## src/rtl/row_scan_pkg.sv

```systemverilog
`timescale 1ns/1ps
package row_scan_pkg;
    typedef enum logic {
        ST_EMPTY = 1'b0,
        ST_SCAN  = 1'b1
    } scan_state_e;
endpackage

```

## src/rtl/scan_fsm.sv

```systemverilog
`timescale 1ns/1ps
module scan_fsm
    import row_scan_pkg::*;
#(
    parameter int STAGES = 40,
    localparam int PW = (STAGES > 1) ? $clog2(STAGES) : 1
) (
    input  logic              clk,
    input  logic              rst_n,
    input  logic              inject,
    output scan_state_e       state,
    output logic [PW-1:0]     pos
);
    localparam logic [PW-1:0] LAST_P = PW'(STAGES - 1);

    scan_state_e       state_nx;
    logic [PW-1:0]     pos_nx;

    // state register
    always_ff @(posedge clk or negedge rst_n) begin
        if (!rst_n) begin
            state <= ST_EMPTY;
            pos   <= '0;
        end else begin
            state <= state_nx;
            pos   <= pos_nx;
        end
    end

    // transitions: INJECT, ADVANCE, RETIRE, HOLD
    always_comb begin
        state_nx = state;
        pos_nx   = pos;
        unique case (state)
            ST_EMPTY: begin
                if (inject) begin
                    state_nx = ST_SCAN;
                    pos_nx   = '0;
                end
            end
            ST_SCAN: begin
                if (inject) begin
                    pos_nx = '0;
                end else if (pos == LAST_P) begin
                    state_nx = ST_EMPTY;
                    pos_nx   = '0;
                end else begin
                    pos_nx = pos + 1'b1;
                end
            end
            default: begin
                state_nx = ST_EMPTY;
                pos_nx   = '0;
            end
        endcase
    end

    AST_INJECT_STAGE0: assert property (@(posedge clk) disable iff (!rst_n)
        inject |=> (state == ST_SCAN && pos == '0));
    AST_ADVANCE_ONE: assert property (@(posedge clk) disable iff (!rst_n)
        (state == ST_SCAN && !inject && pos != LAST_P) |=> (state == ST_SCAN && pos == $past(pos) + 1'b1));
    AST_RETIRE_EMPTY: assert property (@(posedge clk) disable iff (!rst_n)
        (state == ST_SCAN && !inject && pos == LAST_P) |=> (state == ST_EMPTY));
    AST_EMPTY_HOLD: assert property (@(posedge clk) disable iff (!rst_n)
        (state == ST_EMPTY && !inject) |=> (state == ST_EMPTY));
    AST_POS_RANGE: assert property (@(posedge clk) disable iff (!rst_n)
        pos <= LAST_P);
endmodule

```

## src/rtl/row_map.sv

```systemverilog
`timescale 1ns/1ps
module row_map #(
    parameter int STAGES = 40,
    localparam int PW = (STAGES > 1) ? $clog2(STAGES) : 1
) (
    input  logic              clk,
    input  logic              rst_n,
    input  logic              active,
    input  logic [PW-1:0]     pos,
    input  logic              reverse,
    input  logic              pol,
    input  logic              hiz,
    output logic [STAGES-1:0] row_lvl,
    output logic              row_drv
);
    logic [STAGES-1:0] row_hit;

    for (genvar r = 0; r < STAGES; r++) begin : g_row
        localparam logic [PW-1:0] FWD_P = PW'(r);
        localparam logic [PW-1:0] BWD_P = PW'(STAGES - 1 - r);
        assign row_hit[r] = active && (reverse ? (pos == BWD_P) : (pos == FWD_P));
        assign row_lvl[r] = row_hit[r] ? pol : ~pol;
    end

    assign row_drv = ~hiz;

    AST_ONE_ROW_MAX: assert property (@(posedge clk) disable iff (!rst_n)
        $onehot0(row_hit));
    AST_ONE_ROW_LIVE: assert property (@(posedge clk) disable iff (!rst_n)
        active |-> ($countones(row_hit) == 1));
endmodule

```

## src/rtl/cascade_port.sv

```systemverilog
`timescale 1ns/1ps
module cascade_port (
    input  logic dir,
    input  logic a_i,
    input  logic b_i,
    input  logic last_tok,
    output logic inject,
    output logic a_o,
    output logic a_oe,
    output logic b_o,
    output logic b_oe
);
    always_comb begin
        inject = dir ? a_i : b_i;
        a_oe   = ~dir;
        b_oe   = dir;
        a_o    = last_tok & ~dir;
        b_o    = last_tok & dir;
    end
endmodule

```

## src/rtl/row_token_scanner.sv

```systemverilog
`timescale 1ns/1ps
module row_token_scanner
    import row_scan_pkg::*;
#(
    parameter int STAGES = 40,
    localparam int PW = (STAGES > 1) ? $clog2(STAGES) : 1
) (
    input  logic              clk,
    input  logic              rst_n,
    input  logic              dir,
    input  logic              scan_order,
    input  logic              pol,
    input  logic              out_hiz,
    input  logic              port_a_i,
    output logic              port_a_o,
    output logic              port_a_oe,
    input  logic              port_b_i,
    output logic              port_b_o,
    output logic              port_b_oe,
    output logic [STAGES-1:0] row_lvl,
    output logic              row_drv
);
    localparam logic [PW-1:0] LAST_P = PW'(STAGES - 1);

    scan_state_e   state;
    logic [PW-1:0] pos;
    logic          inject;
    logic          last_tok;
    logic          reverse;

    assign last_tok = (state == ST_SCAN) && (pos == LAST_P);
    assign reverse  = ~dir ^ scan_order;

    cascade_port u_port (
        .dir      (dir),
        .a_i      (port_a_i),
        .b_i      (port_b_i),
        .last_tok (last_tok),
        .inject   (inject),
        .a_o      (port_a_o),
        .a_oe     (port_a_oe),
        .b_o      (port_b_o),
        .b_oe     (port_b_oe)
    );

    scan_fsm #(.STAGES(STAGES)) u_fsm (
        .clk    (clk),
        .rst_n  (rst_n),
        .inject (inject),
        .state  (state),
        .pos    (pos)
    );

    row_map #(.STAGES(STAGES)) u_rows (
        .clk     (clk),
        .rst_n   (rst_n),
        .active  (state == ST_SCAN),
        .pos     (pos),
        .reverse (reverse),
        .pol     (pol),
        .hiz     (out_hiz),
        .row_lvl (row_lvl),
        .row_drv (row_drv)
    );

    AST_CASCADE_PULSE: assert property (@(posedge clk) disable iff (!rst_n)
        (port_a_o || port_b_o) |=> !(port_a_o || port_b_o));
    AST_PORT_ROLE: assert property (@(posedge clk) disable iff (!rst_n)
        $countones({port_a_oe, port_b_oe}) == 1);
endmodule

```

## config.mk

```make
export PLATFORM = sky130hd
export DESIGN_NAME = row_token_scanner
export DESIGN_NICKNAME = d
export VERILOG_FILES = /design/src/rtl/row_scan_pkg.sv /design/src/rtl/scan_fsm.sv /design/src/rtl/row_map.sv /design/src/rtl/cascade_port.sv /design/src/rtl/row_token_scanner.sv
export SDC_FILE = /design/constraint.sdc
export NUM_CORES = 1
export LEC_CHECK = 0
export ABC_AREA = 0
export BUFFER_PORTS_ARGS = -buffer_cell sky130_fd_sc_hd__buf_2
export CAP_MARGIN = 15
export CELL_PAD_IN_SITES_DETAIL_PLACEMENT = 0
export CELL_PAD_IN_SITES_GLOBAL_PLACEMENT = 1
export CORE_ASPECT_RATIO = 0.75
export CORE_MARGIN = 10
export CORE_UTILIZATION = 35
export DETAILED_ROUTE_END_ITERATION = 8
export PLACE_DENSITY_LB_ADDON = 0.1
export SLEW_MARGIN = 25
export SYNTH_ARGS = -nofsm -noshare
export SYNTH_HDL_FRONTEND = slang
export SYNTH_SLANG_ARGS = --single-unit
```

## constraint.sdc

```tcl
create_clock -name clk -period 5.5 [get_ports clk]
set_input_delay 1.1 -clock clk [delete_from_list [all_inputs] [get_ports clk]]
set_output_delay 1.1 -clock clk [all_outputs]
set_load 0.01 [all_outputs]
```

# Yosys cells after proc, flatten, opt, wreduce, memory -nomap -nowiden
# Index checks and enable logic that the tools add are counted.
# word_totals
word_cells	181
reg_bits	7
inputBits	8
# classes
add_sub_neg	1
bitwise	7
n_reduce_logical	42
n_mux	89
eq_ne	40
# op_table
op	count
equality test 6 x 5 -> 1 bit, second input constant	16
2-to-1 mux 1 bit	84
equality test 6 x 4 -> 1 bit, second input constant	8
equality test 6 bit, second input constant	8
logical AND 1 bit	41
equality test 6 x 3 -> 1 bit, second input constant	4
2-to-1 mux 6 bit	3
equality test 6 x 2 -> 1 bit, second input constant	2
case mux 6 bit (2 select lines)	1
adder 6 x 1 -> 6 bit, second input constant	1
equality test 6 x 1 -> 1 bit, second input constant	1
zero test 6 bit	1
NOT 1 bit	4
AND 1 bit	2
!= test 2 bit, second input constant	1
case mux 1 bit (2 select lines)	1
bitwise XOR 1 bit	1

# Logic depth before layout (Yosys ltp)
# Gate-level depths: netlist (run 1).
# logic_depth
word_depth	5
depth_mapped	7
ltp_nobuf	6

# Cells and area by module
# Synthesis (run 1) repeated with hierarchy kept, for this count alone.
# unflattened
cells_unflattened	171
hier_area_um2	1410.1
# by_module_without_submodules
module	cells_each	area_each_um2	n_inst	seq_area_each_um2
row_map	128	975.9	1	0.0
scan_fsm	34	360.3	1	175.2
cascade_port	5	42.5	1	0.0
row_token_scanner	4	31.3	1	0.0

# Least setup slack after synthesis (run 1)
# No wires, ideal clock.
# synth_path
path_kind	input to output
start	in dir
end	out row_lvl[20]
path_slack_ns	2.303
required_time_ns	4.400
t_arrival_ns	2.097
path_stages	5
cell_sequence	xnor2_1 buf_4 mux2_4 nor2_2 xnor2_1
# synth_via
elab_chain_cells	5
# synth_rtl
item	line	source
start: declaration	row_token_scanner.sv:10	input logic dir,
NOT 1 bit	row_token_scanner.sv:32	assign reverse = ~dir ^ scan_order;
bitwise XOR 1 bit	row_token_scanner.sv:32	
2-to-1 mux 1 bit	row_map.sv:21	assign row_hit[r] = active && (reverse ? (pos == BWD_P) : (pos == FWD_P));
logical AND 1 bit	row_map.sv:21	
2-to-1 mux 1 bit	row_map.sv:22	assign row_lvl[r] = row_hit[r] ? pol : ~pol;
end: declaration	row_token_scanner.sv:20	output logic [STAGES-1:0] row_lvl,
# No other way between the ends.

# Final worst setup path (run 1)
# layout_path
start	in dir
end	out row_lvl[25]
# Same word-level chain as after synthesis.

==> results of run 1 <==
-- tightest hold or removal path, stage by stage (launching register included) --
cell and delay [ns]:
dfrtp_1 0.44, o21ai_0 0.10, a21oi_1 0.07
-- area by class of cell --
class | count | share of cell area
Clock buffer | 4 | 0.0262
Inverter | 5 | 0.0109
Tap cell | 52 | 0.0378
Timing Repair Buffer | 53 | 0.157
Sequential cell | 7 | 0.102
Multi-Input combinational cell | 157 | 0.666
-- metal layers --
layer | global-route usage | up-vias
li1 | - | 735
met1 | 0.156 | 665
met2 | 0.184 | 44
met3 | 0.0288 | 0
met4 | 0.0202 | 0
met5 | 0 | -
-- path summary, 6_finish.rpt --
path | start | endpoint | cells after the start
max | dir | row_lvl[25] | 6
min | u_fsm.pos[5]$_DFFE_PN0P_ | u_fsm.pos[5]$_DFFE_PN0P_ | 2
max reg2reg | u_fsm.state$_DFF_PN0_ | u_fsm.pos[4]$_DFFE_PN0P_ | 3
min reg2reg | u_fsm.pos[5]$_DFFE_PN0P_ | u_fsm.pos[5]$_DFFE_PN0P_ | 2
max in group asynchronous | rst_n | u_fsm.pos[3]$_DFFE_PN0P_ | 1
min in group asynchronous | rst_n | u_fsm.pos[2]$_DFFE_PN0P_ | 1
-- layout by cell type (no fill, tap or decap) --
cell type  Yosys  routed
nor3_1         3       3
a22oi_1       17      17
nand3_4        1       1
a21o_1         1       1
mux2_2         6       6
or2_2          1       1
and4_1         1       1
mux2i_1        2       2
nor2_2         1       1
nand4_1        1       1
nand2_1       11      11
nand3_2        3       3
clkbuf_1       8       1
ha_1           4       4
dfrtp_1        7       7
xnor2_1       25      25
and3b_1        1       1
o22ai_1       14      14
buf_2          2      51
xor2_1        17      17
buf_4          3       2
clkbuf_8       0       3
o32ai_1        2       2
nand3_1        2       2
o21ai_0        2       2
or3b_1         3       3
nor2_1        21      21
and2b_1        1       1
xor2_2         1       1
nand2b_1       2       2
a21oi_1        6       6
nand3b_1       4       4
nand4b_1       1       1
or3_1          1       1
nor3_2         1       1
mux2_4         1       1
inv_1          5       5
-- flip-flops by register name, indices dropped and copies added (netlist names) --
register	count
u_fsm.pos	6
u_fsm.state	1
-- logic make-up (layout without fill, tap and decap cells) --
group / Yosys count / after routing / share of synthesized area
buf+inv: 21 / 62 / 0.0712
flops: 7 / 7 / 0.123
simple gates: 59 / 59 / 0.232
compound gates: 42 / 42 / 0.197
xor+xnor: 43 / 43 / 0.270
mux: 9 / 9 / 0.0721
fa+ha+maj: 4 / 4 / 0.0352
-- power groups by stage --
stage               logic [mW]  registers (mW)  clock network, mW
finish                   0.134          0.0613             0.0704
global route             0.148          0.0621             0.0757
CTS                      0.136          0.0611             0.0731
detailed placement       0.135          0.0618                  0
global placement         0.133          0.0614                  0
floorplan               0.0971          0.0584                  0
==> metrics.txt, run 1 <==
worst-path cell chain=buf_2 > xor2_2 > nor2_1 > a22oi_1 > xor2_1 > buf_2; worst-path fanout max=12; Final Worst Setup Slack=1.77 ns; Layout fillers=398; initial antenna violation count=0; Power, Total=265 µW; power share of the sequential group=0.231; Max-slew headroom=0.422; CTS Sinks=7; Residual DRC=0; Placement Rows=19; WP data required=4.40 ns; dpl ws=1.76 ns; #FFs+latches synth=7; Worst EP arrival=2.63 ns; length of the first detailed-routing pass in iterations=5; Slew @ Worst Pin=0.860 ns; post-synth top area share=0.154; final cycle utilization of the critical path=0.678; antenna-violating nets left=0; via count=1,444; post-synthesis average cell area=7.70 µm²; area of the multi-input gates=0.00115 mm²; Psw=107 µW; Main synth FF type=dfrtp_1; DPL Wire Length=3320 µm; Crit path buffers/inverters=2; RSZ-0062 raised after global routing=false; port buffer count=52; die area=0.00705 mm²; GP Congestion=0.792; commonest cells in the netlist=xnor2_1, nor2_1, a22oi_1, xor2_1, o22ai_1; Core ar.=0.00378 mm²; Die H=75.2 µm; DRT iter0 DRCs=85; Skew-Pair Late Insertion Delay=0.22 ns; Max-Cap Viols=0; fraction of layout cells with a size suffix above 1=0.314; top-count cell post-synth=xnor2_1; critical path endpoint category=primary output; dpl cells=274; Sw Share=0.403; cell family with most CP delay=XOR/XNOR gates; Post-synth EDFFs=0; Core Util, Final=0.455; # diodes=0; Seq/Total Area, Yosys=0.123; ys async rst share=1.00; Yosys cell types=39; Fin Setup TNS=0 ns; Pint=158 µW; delay of the slowest critical-path stage=0.57 ns; Finished Layout Cells=278; Max VDD drop=0.120 mV; Max Slew Vio Count=0; Inserted Clock Buffers=3; Top Metal Used=met3; FF/Latch Area=175 µm²; CP Launch Type=input port; status=completed; first-pass GRT wire length=6950 µm; CP most frequent cell=buf_2; met3 WL post-DR=346 µm; synth top area cells=xnor2_1, dfrtp_1, xor2_1; Routed WL=4200 µm; die span in x=93.7 µm; Layout area overhead=20.9%; worst hold path class=flip-flop to flip-flop; post-CTS resize count=0; CP Class=input port to primary output; cells after synthesis=185; Final min period=3.73 ns; fin area=0.00172 mm²; met2 WL=1840 µm; clock power share=0.265; Warnings, synthesis=0; clk_skew=0.00153 ns; fmax=268 MHz; post-CTS setup buffer count=0; M1 WL=2010 µm; largest area contributor in the netlist=xnor2_1; Area after DPL=0.00167 mm²; Initial Util=0.377; Fin Hold WS=0.654 ns; nets@finish=239; Remaining Overflow, GRT=0; GRT Overall Usage=0.116; slowest CP cell=xor2_2; Finish-stage setup viols=0; # H-tree levels=1; P_leak=0.662 nW; vias in the first global route=1,380; TritonCTS clock tree=done; Mapped Nets=197; # hold bufs at CTS=0; io pins=53; Clock Path Buffers=2; pin count of the biggest net entering global routing=41; routed len/inst=15.1 µm; Clock transition at path regs=0.04 ns; Root Buffer=clkbuf_8; DR vias/cell=5.19; Synth Cell Area=0.00142 mm²; flop-to-flop setup slack=3.99 ns; Final Hold Viols=0; combinational power share=0.504; pwr dens=154 mW/mm²
(Power assumes the default switching activity.)
==> inputs of run 2 (changes only) <==
==> constraint.sdc (replaced) <==
create_clock -name clk -period 3.6 [get_ports clk]
set_input_delay 0.72 -clock clk [delete_from_list [all_inputs] [get_ports clk]]
set_output_delay 0.72 -clock clk [all_outputs]
set_load 0.01 [all_outputs]
==> metrics.txt, run 2 (synthesis results as in run 1) <==
worst hold path class=input port to asynchronous set/reset pin; flop-to-flop setup slack=2.05 ns (-1.94 ns); worst-path fanout max=14 (+2); vias in the first global route=1,416 (+2.6%); dpl cells=275 (+0.36%); Initial Util=0.377 (unchanged); via count=1,456 (+0.83%); Layout fillers=404 (+1.5%); Residual DRC=0 (unchanged); port buffer count=52 (unchanged); post-CTS setup buffer count=0 (unchanged); Finished Layout Cells=279 (+0.36%); WP data required=2.88 ns (-1.52 ns); Finish-stage setup viols=0 (unchanged); Clock Path Buffers=2 (unchanged); area of the multi-input gates=0.00115 mm² (unchanged); biggest regs=u_fsm.pos (6), u_fsm.state (1); # H-tree levels=1 (unchanged); R2R depth=3 (unchanged); Max-slew headroom=0.422 (about the same); pwr dens=236 mW/mm² (+53%); antenna-violating nets left=0 (unchanged); fmax=336 MHz; length of the first detailed-routing pass in iterations=4 (-1); post-CTS resize count=0 (unchanged); # diodes=0 (unchanged); fraction of layout cells with a size suffix above 1=0.317 (+0.00302); max reg flops=6 (unchanged); Root Buffer=clkbuf_8; Final Hold Viols=0 (unchanged); nets@finish=240 (+0.42%); die area=0.00705 mm² (unchanged); Slew @ Worst Pin=0.861 ns (+0.000536 ns); GRT Overall Usage=0.118 (+0.00247); Worst EP arrival=2.26 ns (-0.37 ns); Max-Cap Viols=0 (unchanged); DR vias/cell=5.22 (+0.47%); Placement Rows=19 (unchanged); Die H=75.2 µm (unchanged); io pins=53 (unchanged); Layout area overhead=21.3%; r2r endpoint=u_fsm.pos[4]$_DFFE_PN0P_; commonest non-fill, non-tap cells in the layout=buf_2, xnor2_1, nor2_1; Max Slew Vio Count=0 (unchanged); Inserted Clock Buffers=3 (unchanged); DPL Wire Length=3320 µm (-0.14%); routed len/inst=15.0 µm (-0.55%); Routed WL=4190 µm (-0.19%); Fin Setup TNS=0 ns (unchanged); DRT iter0 DRCs=78 (-8.2%); die span in x=93.7 µm (unchanged); # hold bufs at CTS=0 (unchanged); Clock transition at path regs=0.04 ns (about the same); Remaining Overflow, GRT=0 (unchanged); FF/Latch Area=175 µm² (unchanged); status=completed; Largest Register=u_fsm.pos; first-pass GRT wire length=7070 µm (+1.8%); Final min period=2.98 ns; Max VDD drop=0.248 mV (+110%); clk_skew=0.00141 ns (-0.000114 ns); initial antenna violation count=0 (unchanged); pin count of the biggest net entering global routing=24 (-41%); CP Launch Type=flip-flop; critical path endpoint category=primary output; final cycle utilization of the critical path=0.827; FF-to-FF Start=u_fsm.state$_DFF_PN0_; RSZ-0062 raised after global routing=false; CP Class=flip-flop to primary output; Core ar.=0.00378 mm² (unchanged); TritonCTS clock tree=done; Skew-Pair Late Insertion Delay=0.23 ns (about the same); GP Congestion=0.805 (+1.7%); CTS Sinks=7 (unchanged); commonest non-fill, non-tap cell in the layout=buf_2; Power, Total=407 µW (+54%); P_leak=0.666 nW (+0.59%)
run 2: cell count changes in the layout (fill, tap and decap cells not counted), sizes merged:
cell	change
buf	+1
run 2: area by class of cell:
class,instances,share of cell area
well taps,52,0.0377
multi-input cells,157,0.664
repair buffers,54,0.159
clock buffers,4,0.0261
inverters,5,0.0109
flip-flops and latches,7,0.101
run 2: routing by layer:
layer | wire, µm | up-vias | track usage | part of all wire
met5 | 0 | - | 0 | 0
met4 | 8 | 0 | 0.0303 | 0.0019
met3 | 333 | 2 | 0.0258 | 0.079
met2 | 1830 | 47 | 0.184 | 0.44
met1 | 2020 | 670 | 0.161 | 0.48
li1 | - | 737 | - | -
run 2: how the worst max path moves through the flow:
stage	endpoint	startpoint
4_1_cts	row_lvl[18]	dir
3_3_place_gp	row_lvl[19]	dir
3_5_place_dp	row_lvl[18]	dir
6_report	row_lvl[11]	u_fsm.pos[2]$_DFFE_PN0P_
2_1_floorplan	row_lvl[20]	dir
5_1_grt	row_lvl[11]	u_fsm.pos[2]$_DFFE_PN0P_
run 2: where the power goes:
part | leakage (nW) | switching [mW] | internal (mW)
Sequential | 0.0900 | 0.00974 | 0.0834
Combinational | 0.553 | 0.123 | 0.0834
Clock | 0.0228 | 0.0318 | 0.0764
Total | 0.666 | 0.164 | 0.243
run 2: critical path, stage by stage, from the launching register on:
cell	delay, ns
dfrtp_1	0.52
nand2b_1	0.23
nor3_1	0.67
a22oi_1	0.24
xor2_1	0.20
buf_2	0.16
run 2: metrics by stage:
step | instance area [µm²] | hold WS (ns) | utilization | setup slack (ns)
after floorplan | 1420 | 0.424 | - | 1.16
after global routing | 1730 | 0.325 | 0.457 | 0.448
after detailed placement | 1680 | 0.557 | 0.445 | 0.627
after global placement | 1680 | 0.553 | 0.445 | 0.684
after CTS | 1730 | 0.316 | 0.457 | 0.627
final | 1730 | 0.317 | 0.457 | 0.624
==> inputs of run 3 (changes only) <==
--- a/config.mk
+++ b/config.mk
@@ -12,7 +12,7 @@
 export CELL_PAD_IN_SITES_GLOBAL_PLACEMENT = 1
 export CORE_ASPECT_RATIO = 0.75
 export CORE_MARGIN = 10
-export CORE_UTILIZATION = 35
+export CORE_UTILIZATION = 32
 export DETAILED_ROUTE_END_ITERATION = 8
 export PLACE_DENSITY_LB_ADDON = 0.1
 export SLEW_MARGIN = 25
==> constraint.sdc (replaced) <==
create_clock -name clk -period 2.55 [get_ports clk]
set_input_delay 0.51 -clock clk [delete_from_list [all_inputs] [get_ports clk]]
set_output_delay 0.51 -clock clk [all_outputs]
set_load 0.01 [all_outputs]
==> metrics.txt, run 3 (synthesis results as in run 1) <==
io pins=53 (unchanged); CP Launch Type=flip-flop; fmax=399 MHz; Core Util, Final=0.448 (-0.00860); Crit path buffers/inverters=1 (unchanged); die area=0.00755 mm² (+7.1%); Clock transition at path regs=0.04 ns (about the same); worst hold path class=input port to asynchronous set/reset pin; Max VDD drop=0.268 mV (+7.9%); dpl ws=0.162 ns (-0.466 ns); nets@finish=248 (+3.3%); pin count of the biggest net entering global routing=41 (+71%); Finish-stage setup viols=0 (unchanged); Max Slew Vio Count=0 (unchanged); DRT iter0 DRCs=92 (+18%); worst-path cell chain=ha_2 > or3b_4 > mux2_2 > nor2_1 > xnor2_1 > buf_2; combinational power share=0.531 (+0.025); via count=1,487 (+2.1%); clock power share=0.251 (-0.015); Slew @ Worst Pin=0.344 ns (-0.517 ns); Final Worst Setup Slack=0.0458 ns (-0.578 ns); DPL Wire Length=3460 µm (+4.3%); # diodes=0 (unchanged); Max-slew headroom=0.770 (+0.348); port buffer count=52 (unchanged); Placement Rows=20 (+1); # hold bufs at CTS=0 (unchanged); initial antenna violation count=0 (unchanged); antenna-violating nets left=0 (unchanged); RSZ-0062 raised after global routing=true; delay of the slowest critical-path stage=0.43 ns (-0.24 ns); DR vias/cell=5.13 (-1.7%); power share of the sequential group=0.218 (-0.011); CTS Sinks=7 (unchanged); Sw Share=0.397 (-0.00612); max reg flops=6 (unchanged); # H-tree levels=1 (unchanged); Die H=77.8 µm (+3.4%); Skew-Pair Late Insertion Delay=0.22 ns (about the same); TritonCTS clock tree=done; Pint=369 µW (+52%); pwr dens=327 mW/mm² (+38%); Fin Hold WS=0.113 ns (-0.203 ns); final cycle utilization of the critical path=0.982; Psw=243 µW (+48%); slowest CP cell=dfrtp_2; Worst EP arrival=1.99 ns (-0.27 ns); vias in the first global route=1,392 (-1.7%); Remaining Overflow, GRT=0 (unchanged); critical path endpoint category=primary output; Routed WL=4450 µm (+6.3%); Power, Total=612 µW (+50%); routed len/inst=15.4 µm (+2.2%); Layout area overhead=31.5%; commonest non-fill, non-tap cell in the layout=buf_2; Initial Util=0.341 (-0.0360); biggest regs=u_fsm.pos (6), u_fsm.state (1); P_leak=0.707 nW (+6.1%); clk_skew=0.00183 ns (+0.000416 ns); Core ar.=0.00418 mm² (+11%); Root Buffer=clkbuf_8; Final min period=2.50 ns; fraction of layout cells with a size suffix above 1=0.426 (+0.108); Largest Register=u_fsm.pos; die span in x=97.0 µm (+3.6%); first-pass GRT wire length=7100 µm (+0.40%); Residual DRC=0 (unchanged); Final Hold Viols=0 (unchanged); GRT Overall Usage=0.108 (-0.0103); Max-Cap Viols=0 (unchanged); Fin Setup TNS=0 ns (unchanged); GP Congestion=0.876 (+8.7%); Inserted Clock Buffers=3 (unchanged); WP data required=2.04 ns (-0.84 ns); length of the first detailed-routing pass in iterations=4 (unchanged); commonest non-fill, non-tap cells in the layout=buf_2, xnor2_1, nor2_1, a22oi_1, xor2_1; Layout fillers=459 (+14%); worst-path fanout max=6 (-8); status=completed; CP Class=flip-flop to primary output; cell family with most CP delay=simple AND/OR/NAND/NOR gates; Clock Path Buffers=2 (unchanged)
## run 3: changes by cell type in the layout (fill, tap and decap cells not counted), sizes merged
cell,before,now
buf,54,62
## run 3: power groups by stage
| stage | Clock, mW | Combinational [mW] | Sequential (mW) |
|---|---|---|---|
| after CTS | 0.160 | 0.312 | 0.132 |
| after detailed placement | 0 | 0.297 | 0.133 |
| final | 0.153 | 0.325 | 0.133 |
| after floorplan | 0 | 0.209 | 0.126 |
| after global routing | 0.163 | 0.358 | 0.135 |
| after global placement | 0 | 0.293 | 0.132 |
## run 3: final cells by class
type / count / area (µm²) / area share
clock buffer: 4 / 45.0 / 0.0240
inverter: 5 / 18.8 / 0.0100
timing repair buffer: 62 / 348 / 0.186
multi-input combinational: 157 / 1210 / 0.648
sequential: 7 / 179 / 0.0955
tap: 55 / 68.8 / 0.0367
## run 3: worst register-to-register path, stage by stage (launching register included)
cell     delay, ns
dfrtp_2       0.45
ha_2          0.23
and3b_2       0.26
a22oi_1       0.18
o21ai_0       0.09
a21oi_1       0.16
## run 3: worst paths after layout
check,to,slack [ns],cells after the start,start
setup / recovery,row_lvl[19],0.05,6,u_fsm.pos[0]$_DFFE_PN0P_
hold reg to reg,u_fsm.state$_DFF_PN0_,0.65,1,u_fsm.state$_DFF_PN0_
max in group asynchronous,u_fsm.pos[2]$_DFFE_PN0P_,2.26,1,rst_n
setup reg to reg,u_fsm.pos[5]$_DFFE_PN0P_,1.10,5,u_fsm.pos[0]$_DFFE_PN0P_
min in group clk,u_fsm.state$_DFF_PN0_,0.65,1,u_fsm.state$_DFF_PN0_
hold / removal,u_fsm.state$_DFF_PN0_,0.11,1,rst_n
## run 3: stage by stage
step           instance area, µm²  instances
3_3_place_gp                 1730        282
2_1_floorplan                1420        185
3_5_place_dp                 1730        282
4_1_cts                      1800        288
5_1_grt                      1870        290
6_report                     1870        290
## run 3: repair_timing
action | CTS | global route
gates resized for setup | 5 | 17
gates cloned | 0 | 0
setup buffers | 2 | 2
setup endpoints to repair | 8 | 26
pin swaps | 0 | 0
## run 3: routing by layer
layer | up-vias | track usage | share of wire
met5 | - | 0 | 0
met4 | 0 | 0.0265 | 0.0061
met1 | 689 | 0.149 | 0.50
met2 | 47 | 0.168 | 0.44
li1 | 747 | - | -
met3 | 4 | 0.0195 | 0.056
